<file path="src/rtl/uart_mdm_pkg.sv">
package uart_mdm_pkg;

    // Status line indices, in the order used for both level and change fields
    localparam int LN_CTS  = 0;
    localparam int LN_DSR  = 1;
    localparam int LN_RI   = 2;
    localparam int LN_CD   = 3;
    localparam int N_LINES = 4;

    localparam int CTRL_BITS = 5;

    typedef struct packed {
        logic loop;   // bit 4
        logic aux2;   // bit 3: user output / interrupt drive enable
        logic aux1;   // bit 2: internal only, feeds ring in loopback
        logic rts;    // bit 1
        logic dtr;    // bit 0
    } ctrl_t;

    typedef struct packed {
        logic [N_LINES-1:0] lvl;  // bits 7:4
        logic [N_LINES-1:0] chg;  // bits 3:0
    } stat_t;

endpackage

</file>
<file path="src/rtl/mdm_ctl_reg.sv">
module mdm_ctl_reg
    import uart_mdm_pkg::*;
#(
    parameter int ADDR_W   = 3,
    parameter int CTRL_ADR = 4
) (
    input  logic                 clk,
    input  logic                 rst,
    input  logic                 wr,
    input  logic [ADDR_W-1:0]    addr,
    input  logic [CTRL_BITS-1:0] wdata,
    output ctrl_t                ctrl,
    output logic                 dtr_n,
    output logic                 rts_n,
    output logic                 op_n,
    output logic                 irq_oe
);

    typedef struct packed {
        ctrl_t ctrl;
    } st_t;

    st_t st_d, st_q;
    logic hit;

    always_comb begin
        hit  = wr && (addr == ADDR_W'(CTRL_ADR));
        st_d = st_q;
        if (hit) begin
            st_d.ctrl = ctrl_t'(wdata);
        end
    end

    always_ff @(posedge clk) begin
        if (rst) begin
            st_q <= '0;
        end else begin
            st_q <= st_d;
        end
    end

    assign ctrl   = st_q.ctrl;
    assign dtr_n  = st_q.ctrl.loop ? 1'b1 : ~st_q.ctrl.dtr;
    assign rts_n  = st_q.ctrl.loop ? 1'b1 : ~st_q.ctrl.rts;
    assign op_n   = st_q.ctrl.loop ? 1'b1 : ~st_q.ctrl.aux2;
    assign irq_oe = st_q.ctrl.aux2;


    dtr_follow_chk: assert property (@(posedge clk) disable iff (rst)
        (wr && addr == ADDR_W'(CTRL_ADR) && !wdata[4]) |=> (dtr_n == !$past(wdata[0])));


    loop_quiet_chk: assert property (@(posedge clk) disable iff (rst)
        ctrl.loop |-> (dtr_n && rts_n && op_n));


    op_oe_chk: assert property (@(posedge clk) disable iff (rst)
        !ctrl.loop |-> (irq_oe != op_n));

endmodule

</file>
<file path="src/rtl/mdm_sync.sv">
module mdm_sync #(
    parameter int WIDTH  = 4,
    parameter int STAGES = 2
) (
    input  logic             clk,
    input  logic             rst,
    input  logic [WIDTH-1:0] din,
    output logic [WIDTH-1:0] dout
);

    logic [STAGES-1:0][WIDTH-1:0] stg_d, stg_q;

    always_comb begin
        stg_d[0] = din;
        for (int i = 1; i < STAGES; i++) begin
            stg_d[i] = stg_q[i-1];
        end
    end

    always_ff @(posedge clk) begin
        if (rst) begin
            stg_q <= '0;
        end else begin
            stg_q <= stg_d;
        end
    end

    assign dout = stg_q[STAGES-1];

endmodule

</file>
<file path="src/rtl/mdm_status.sv">
module mdm_status
    import uart_mdm_pkg::*;
(
    input  logic               clk,
    input  logic               rst,
    input  logic [N_LINES-1:0] lvl,    // synchronized, active-high
    input  logic               clr,
    output stat_t              stat
);

    typedef struct packed {
        logic [N_LINES-1:0] prev;
        logic [N_LINES-1:0] chg;
    } st_t;

    st_t st_d, st_q;
    logic [N_LINES-1:0] evt;

    always_comb begin
        evt          = lvl ^ st_q.prev;
        // ring flag only on trailing edge of the active level (pin low->high)
        evt[LN_RI]   = st_q.prev[LN_RI] & ~lvl[LN_RI];
        st_d.prev    = lvl;
        st_d.chg     = (st_q.chg & {N_LINES{~clr}}) | evt;
    end

    always_ff @(posedge clk) begin
        if (rst) begin
            st_q <= '0;
        end else begin
            st_q <= st_d;
        end
    end

    assign stat.lvl = lvl;
    assign stat.chg = st_q.chg;


    clr_empty_chk: assert property (@(posedge clk) disable iff (rst)
        (clr && evt == '0) |=> (stat.chg == '0));


    ri_trail_chk: assert property (@(posedge clk) disable iff (rst)
        $rose(stat.chg[LN_RI]) |-> ($past(st_q.prev[LN_RI]) && !$past(lvl[LN_RI])));

endmodule

</file>
<file path="src/rtl/uart_modem_ctl.sv">
module uart_modem_ctl
    import uart_mdm_pkg::*;
#(
    parameter int DATA_W      = 8,
    parameter int ADDR_W      = 3,
    parameter int CTRL_ADR    = 4,
    parameter int STAT_ADR    = 6,
    parameter int SYNC_STAGES = 2
) (
    input  logic              clk,
    input  logic              rst,
    input  logic [ADDR_W-1:0] reg_addr,
    input  logic              reg_wr,
    input  logic              reg_rd,
    input  logic [DATA_W-1:0] reg_wdata,
    output logic [DATA_W-1:0] reg_rdata,
    input  logic              msi_en,
    input  logic              cts_n,
    input  logic              dsr_n,
    input  logic              ri_n,
    input  logic              cd_n,
    output logic              dtr_n,
    output logic              rts_n,
    output logic              op_n,
    output logic              irq_pin,
    output logic              irq_oe,
    input  logic              tx_ser,
    output logic              tx_pin,
    input  logic              rx_pin,
    output logic              rx_ser
);

    localparam int STAT_W = 2 * N_LINES;

    ctrl_t              ctrl;
    stat_t              stat;
    logic [N_LINES-1:0] raw_lvl, sync_lvl;
    logic               stat_rd;
    logic               unused_wdata_hi;

    assign unused_wdata_hi = ^reg_wdata[DATA_W-1:CTRL_BITS];

    mdm_ctl_reg #(
        .ADDR_W   (ADDR_W),
        .CTRL_ADR (CTRL_ADR)
    ) u_ctl (
        .clk    (clk),
        .rst    (rst),
        .wr     (reg_wr),
        .addr   (reg_addr),
        .wdata  (reg_wdata[CTRL_BITS-1:0]),
        .ctrl   (ctrl),
        .dtr_n  (dtr_n),
        .rts_n  (rts_n),
        .op_n   (op_n),
        .irq_oe (irq_oe)
    );

    // source select ahead of the synchronizer: loopback or external pins
    always_comb begin
        if (ctrl.loop) begin
            raw_lvl[LN_CTS] = ctrl.rts;
            raw_lvl[LN_DSR] = ctrl.dtr;
            raw_lvl[LN_RI]  = ctrl.aux1;
            raw_lvl[LN_CD]  = ctrl.aux2;
        end else begin
            raw_lvl[LN_CTS] = ~cts_n;
            raw_lvl[LN_DSR] = ~dsr_n;
            raw_lvl[LN_RI]  = ~ri_n;
            raw_lvl[LN_CD]  = ~cd_n;
        end
    end

    mdm_sync #(
        .WIDTH  (N_LINES),
        .STAGES (SYNC_STAGES)
    ) u_sync (
        .clk  (clk),
        .rst  (rst),
        .din  (raw_lvl),
        .dout (sync_lvl)
    );

    assign stat_rd = reg_rd && (reg_addr == ADDR_W'(STAT_ADR));

    mdm_status u_stat (
        .clk  (clk),
        .rst  (rst),
        .lvl  (sync_lvl),
        .clr  (stat_rd),
        .stat (stat)
    );

    always_comb begin
        reg_rdata = '0;
        if (reg_rd) begin
            if (reg_addr == ADDR_W'(STAT_ADR)) begin
                reg_rdata[STAT_W-1:0] = stat;
            end else if (reg_addr == ADDR_W'(CTRL_ADR)) begin
                reg_rdata[CTRL_BITS-1:0] = ctrl;
            end
        end
    end

    assign irq_pin = msi_en && (stat.chg != '0);
    assign tx_pin  = ctrl.loop ? 1'b1 : tx_ser;
    assign rx_ser  = ctrl.loop ? tx_ser : rx_pin;


    irq_gate_chk: assert property (@(posedge clk) disable iff (rst)
        $rose(irq_pin) |-> msi_en);


    tx_mark_chk: assert property (@(posedge clk) disable iff (rst)
        ctrl.loop |-> tx_pin);

endmodule

</file>
<file path="config.mk">
export PLATFORM = sky130hd
export DESIGN_NAME = uart_modem_ctl
export DESIGN_NICKNAME = d
export VERILOG_FILES = /design/src/rtl/uart_mdm_pkg.sv /design/src/rtl/mdm_ctl_reg.sv /design/src/rtl/mdm_sync.sv /design/src/rtl/mdm_status.sv /design/src/rtl/uart_modem_ctl.sv
export SDC_FILE = /design/constraint.sdc
export NUM_CORES = 1
export LEC_CHECK = 0
export ABC_AREA = 1
export BUFFER_PORTS_ARGS = -buffer_cell sky130_fd_sc_hd__buf_2
export CAP_MARGIN = 20
export CORE_MARGIN = 4
export CORE_UTILIZATION = 29
export CTS_BUF_LIST = sky130_fd_sc_hd__clkbuf_8
export DETAILED_ROUTE_END_ITERATION = 10
export GPL_TIMING_DRIVEN = 0
export HOLD_SLACK_MARGIN = 0.1
export PLACE_DENSITY = 0.6
export SYNTH_ARGS = -nofsm -noshare
export SYNTH_HDL_FRONTEND = slang
export SYNTH_SLANG_ARGS = --single-unit
</file>
<file path="constraint.sdc">
create_clock -name clk -period 1.1 [get_ports clk]
set_clock_uncertainty 0.15 [all_clocks]
set_input_delay 0.055 -clock clk [delete_from_list [all_inputs] [get_ports clk]]
set_output_delay 0.055 -clock clk [all_outputs]
set_load 0.1 [all_outputs]
</file>
==> metrics.yaml <==
global_routing:
  grt_most_used_layer: "met2"
  grt_pass1_vias: 986
  gr-usage-met3_pct: 3.60
  antenna_found_initial: 0
  globalRouteMet2Util_pct: 25.8
  grt_util_all_layers_pct: 13.4
  grt_overflow: 0
  grt_max_degree: 13
  grt_use_met1_pct: 14.3
  grt_pass1_wl_um: 4260
floorplanning:
  core_region_area_sq_um: 2780
  die_x_um: 62.2
  die-area_sq_um: 3870
  start_util_pct: 30.7
  die_h_um: 62.2
  io-pin-count: 37
  rows: 19
place:
  dp_hpwl_um: 1590
  place_area_sq_um: 1240
  dp.cells: 185
  routabilityCongestion: 0.784
  port_buffers: 33
  post-place-ws_ps: -510
setup_path:
  rrSetupSlack_ps: -140
  cp_max_fo: 5
  path_cells: "inv_4 > buf_8 > nand2_4 > nand2_8 > buf_12"
  crit_type: "reg -> out"
  max_stage_delay_ps: 390
  r2r_cells: 6
  rr_startpoint: "u_ctl.ctrl[4]"
  crit_slowest_cell: "dfxtp_4"
  cp-end-kind: "primary output"
  cp.arrival_ps: 1110
  reg2reg_to: "u_sync.stg_d[6]"
  crit_required_ps: 890
  worstSetupStartpointType: "flip-flop"
drt:
  wl_per_cell_um: 12.1
  vias_per_cell: 4.50
  drt_iter0_markers: 15
  num_vias: 955
  ant_nets: 0
  drc: 0
  dr.pass1.iters: 4
  routed_wirelength_um: 2570
sta:
  rsz0062_at_grt: "yes"
  report.final.hold_viol_count: 0
  maxSlewViolCount: 0
  layout_min_cycle_time_ps: 1320
  worst_pin_slew_ps: 414
  slew_headroom_pct: 72.4
  max_freq_ghz: 0.760
  layout_setup_ws_ps: -216
  fin_crit_sh_pct: 120
  finalSetupViolations: 19
cells_and_area:
  drive_above_1_share_pct: 58.6
  final_common_cell: "nor2_1"
  final_cell_mix: "nor2_1, nand2_1, buf_2"
  fin_area_sq_um: 1800
  fin_cells: 212
  fillers: 226
  area_delta_synth_final_pct: 111
  antenna_cells: 0
  fin_nets: 204
clock_network:
  cts_tree: "yes"
  cts_root_buf: "clkbuf_8"
  cts_buffer_depth: 2
  h-tree-depth: 1
  holdBufCountCts: 10
  clk_pin_slew_ps: 70
  numCtsBuffers: 3
  cts.sinks: 21
  insertion_delay_ps: 260
synth:
  synth.area.top_cells: "dfxtp_1, nand2_1, nor2_1, a21oi_1, inv_1"
  avgSynthCellArea_sq_um: 7.05
  synth-seq-cells: 21
  synth_top_cell_by_area: "dfxtp_1"
  yosysWarnings: 0
  ys_seq_area_share_pct: 49.3
  synth_nets: 143
  syn-cell-area_sq_um: 853
  synth.top_cell.area_share_pct: 49.3
  post_synth_num_cell_types: 16
  syn_inst: 121
status:
  status: "complete, but fails checks"
  violations: "negative setup slack"
pwr:
  seqPwrFrac_pct: 45.6
  ir_worst_vdd_v: 0.000940
  pwr-share-clk_pct: 27.6
  cellLeakagePower_nw: 0.761
  p_sw_w: 0.000557
  combPwrFrac_pct: 26.8
  p_sw_share_pct: 30.8
  powerDensity_nw_per_um2: 1000
  p_int_w: 0.00125
job:
  cap_viol_max_count: 0
hold_path:
  hold_start: "reg_wr"
  whs_path_depth: 5
  hold_end: "u_ctl.ctrl[0]"
  hp-class: "in -> reg"
synth_stat cells:
cell type / n
o21ai_0: 4
nand4_1: 1
a21boi_0: 1
nand2_1: 32
nor2_1: 23
a21oi_1: 13
nor2_4: 1
nand2_2: 1
or2_2: 1
inv_2: 1
xnor2_1: 3
inv_1: 16
nand3_1: 1
dfxtp_1: 21
clkbuf_1: 1
buf_2: 1
per-layer routing:
metal,wire (um),vias up,part of all wire [%]
met2,1460,17,57
met4,9,0,0.35
met3,114,2,4.4
met5,0,-,0
li1,-,492,-
met1,979,444,38
logic make-up after synthesis:
| family | count (synthesis) | synth area share (%) |
|---|---|---|
| AOI/OAI and AO/OA | 18 | 10.9 |
| xor gates and xnor gates | 3 | 3.08 |
| buffers and inverters | 19 | 8.50 |
| DFF | 21 | 49.3 |
| and+or+nand+nor | 60 | 28.3 |
repair_timing:
action,CTS,global route
setup buffers,11,2
endpoints found under the hold margin,11,4
endpoints found under the setup margin,17,24
resized for setup,78,18
pin swaps,7,6
state kept, by name, indices dropped and copies added, names as in the netlist:
signal	flops
u_ctl.irq_oe	1
u_stat.st_q	4
u_sync.dout	4
u_stat.stat	4
u_ctl.ctrl	4
u_sync.stg_d	4
power by group through the flow:
stage,clock network (W),logic [W],registers [W]
finish,0.000498,0.000485,0.000823
global route,0.000533,0.000517,0.000828
CTS,0.000511,0.000456,0.000823
detailed placement,0,0.000337,0.000848
global placement,0,0.000333,0.000847
floorplan,0,0.000255,0.000848
worst max-delay path, delay by kind of cell, from the launching register on:
family,cells,cell delay [ps]
simple gates,2,130
buf+inv,3,330
flops,1,390
worst max-delay path by stage:
stage                              from      endpoint  slack [ps]
after floorplan            u_ctl.irq_oe  reg_rdata[3]        -310
after global routing      u_ctl.ctrl[4]        rx_ser        -240
final                     u_ctl.ctrl[4]        rx_ser        -220
after detailed placement    reg_addr[0]  reg_rdata[5]        -510
after global placement      reg_addr[1]  reg_rdata[5]        -490
after CTS                 u_ctl.ctrl[4]        rx_ser        -230
per-stage QoR:
stage          hold slack (ps)  power, W  util (%)  TNS [ps]
2_1_floorplan            -33.3   0.00110         -     -1230
3_3_place_gp              90.5   0.00118      44.7     -4090
3_5_place_dp              93.9   0.00118      44.7     -4410
4_1_cts                   35.0   0.00179      62.1     -2300
5_1_grt                   85.2   0.00188      64.8     -2800
6_report                  42.6   0.00181      64.8     -2200
area by class of cell:
| type | count | area [sq um] | area share [%] |
|---|---|---|---|
| timing repair buffer | 56 | 598 | 33.2 |
| multi-input combinational | 81 | 568 | 31.5 |
| sequential | 21 | 452 | 25.1 |
| inverter | 17 | 81.3 | 4.51 |
| clock buffer | 3 | 41.3 | 2.29 |
| tap | 31 | 38.8 | 2.15 |
| buffer | 2 | 18.8 | 1.04 |
| clock inverter | 1 | 5.00 | 0.278 |
(Power assumes the default switching activity.)
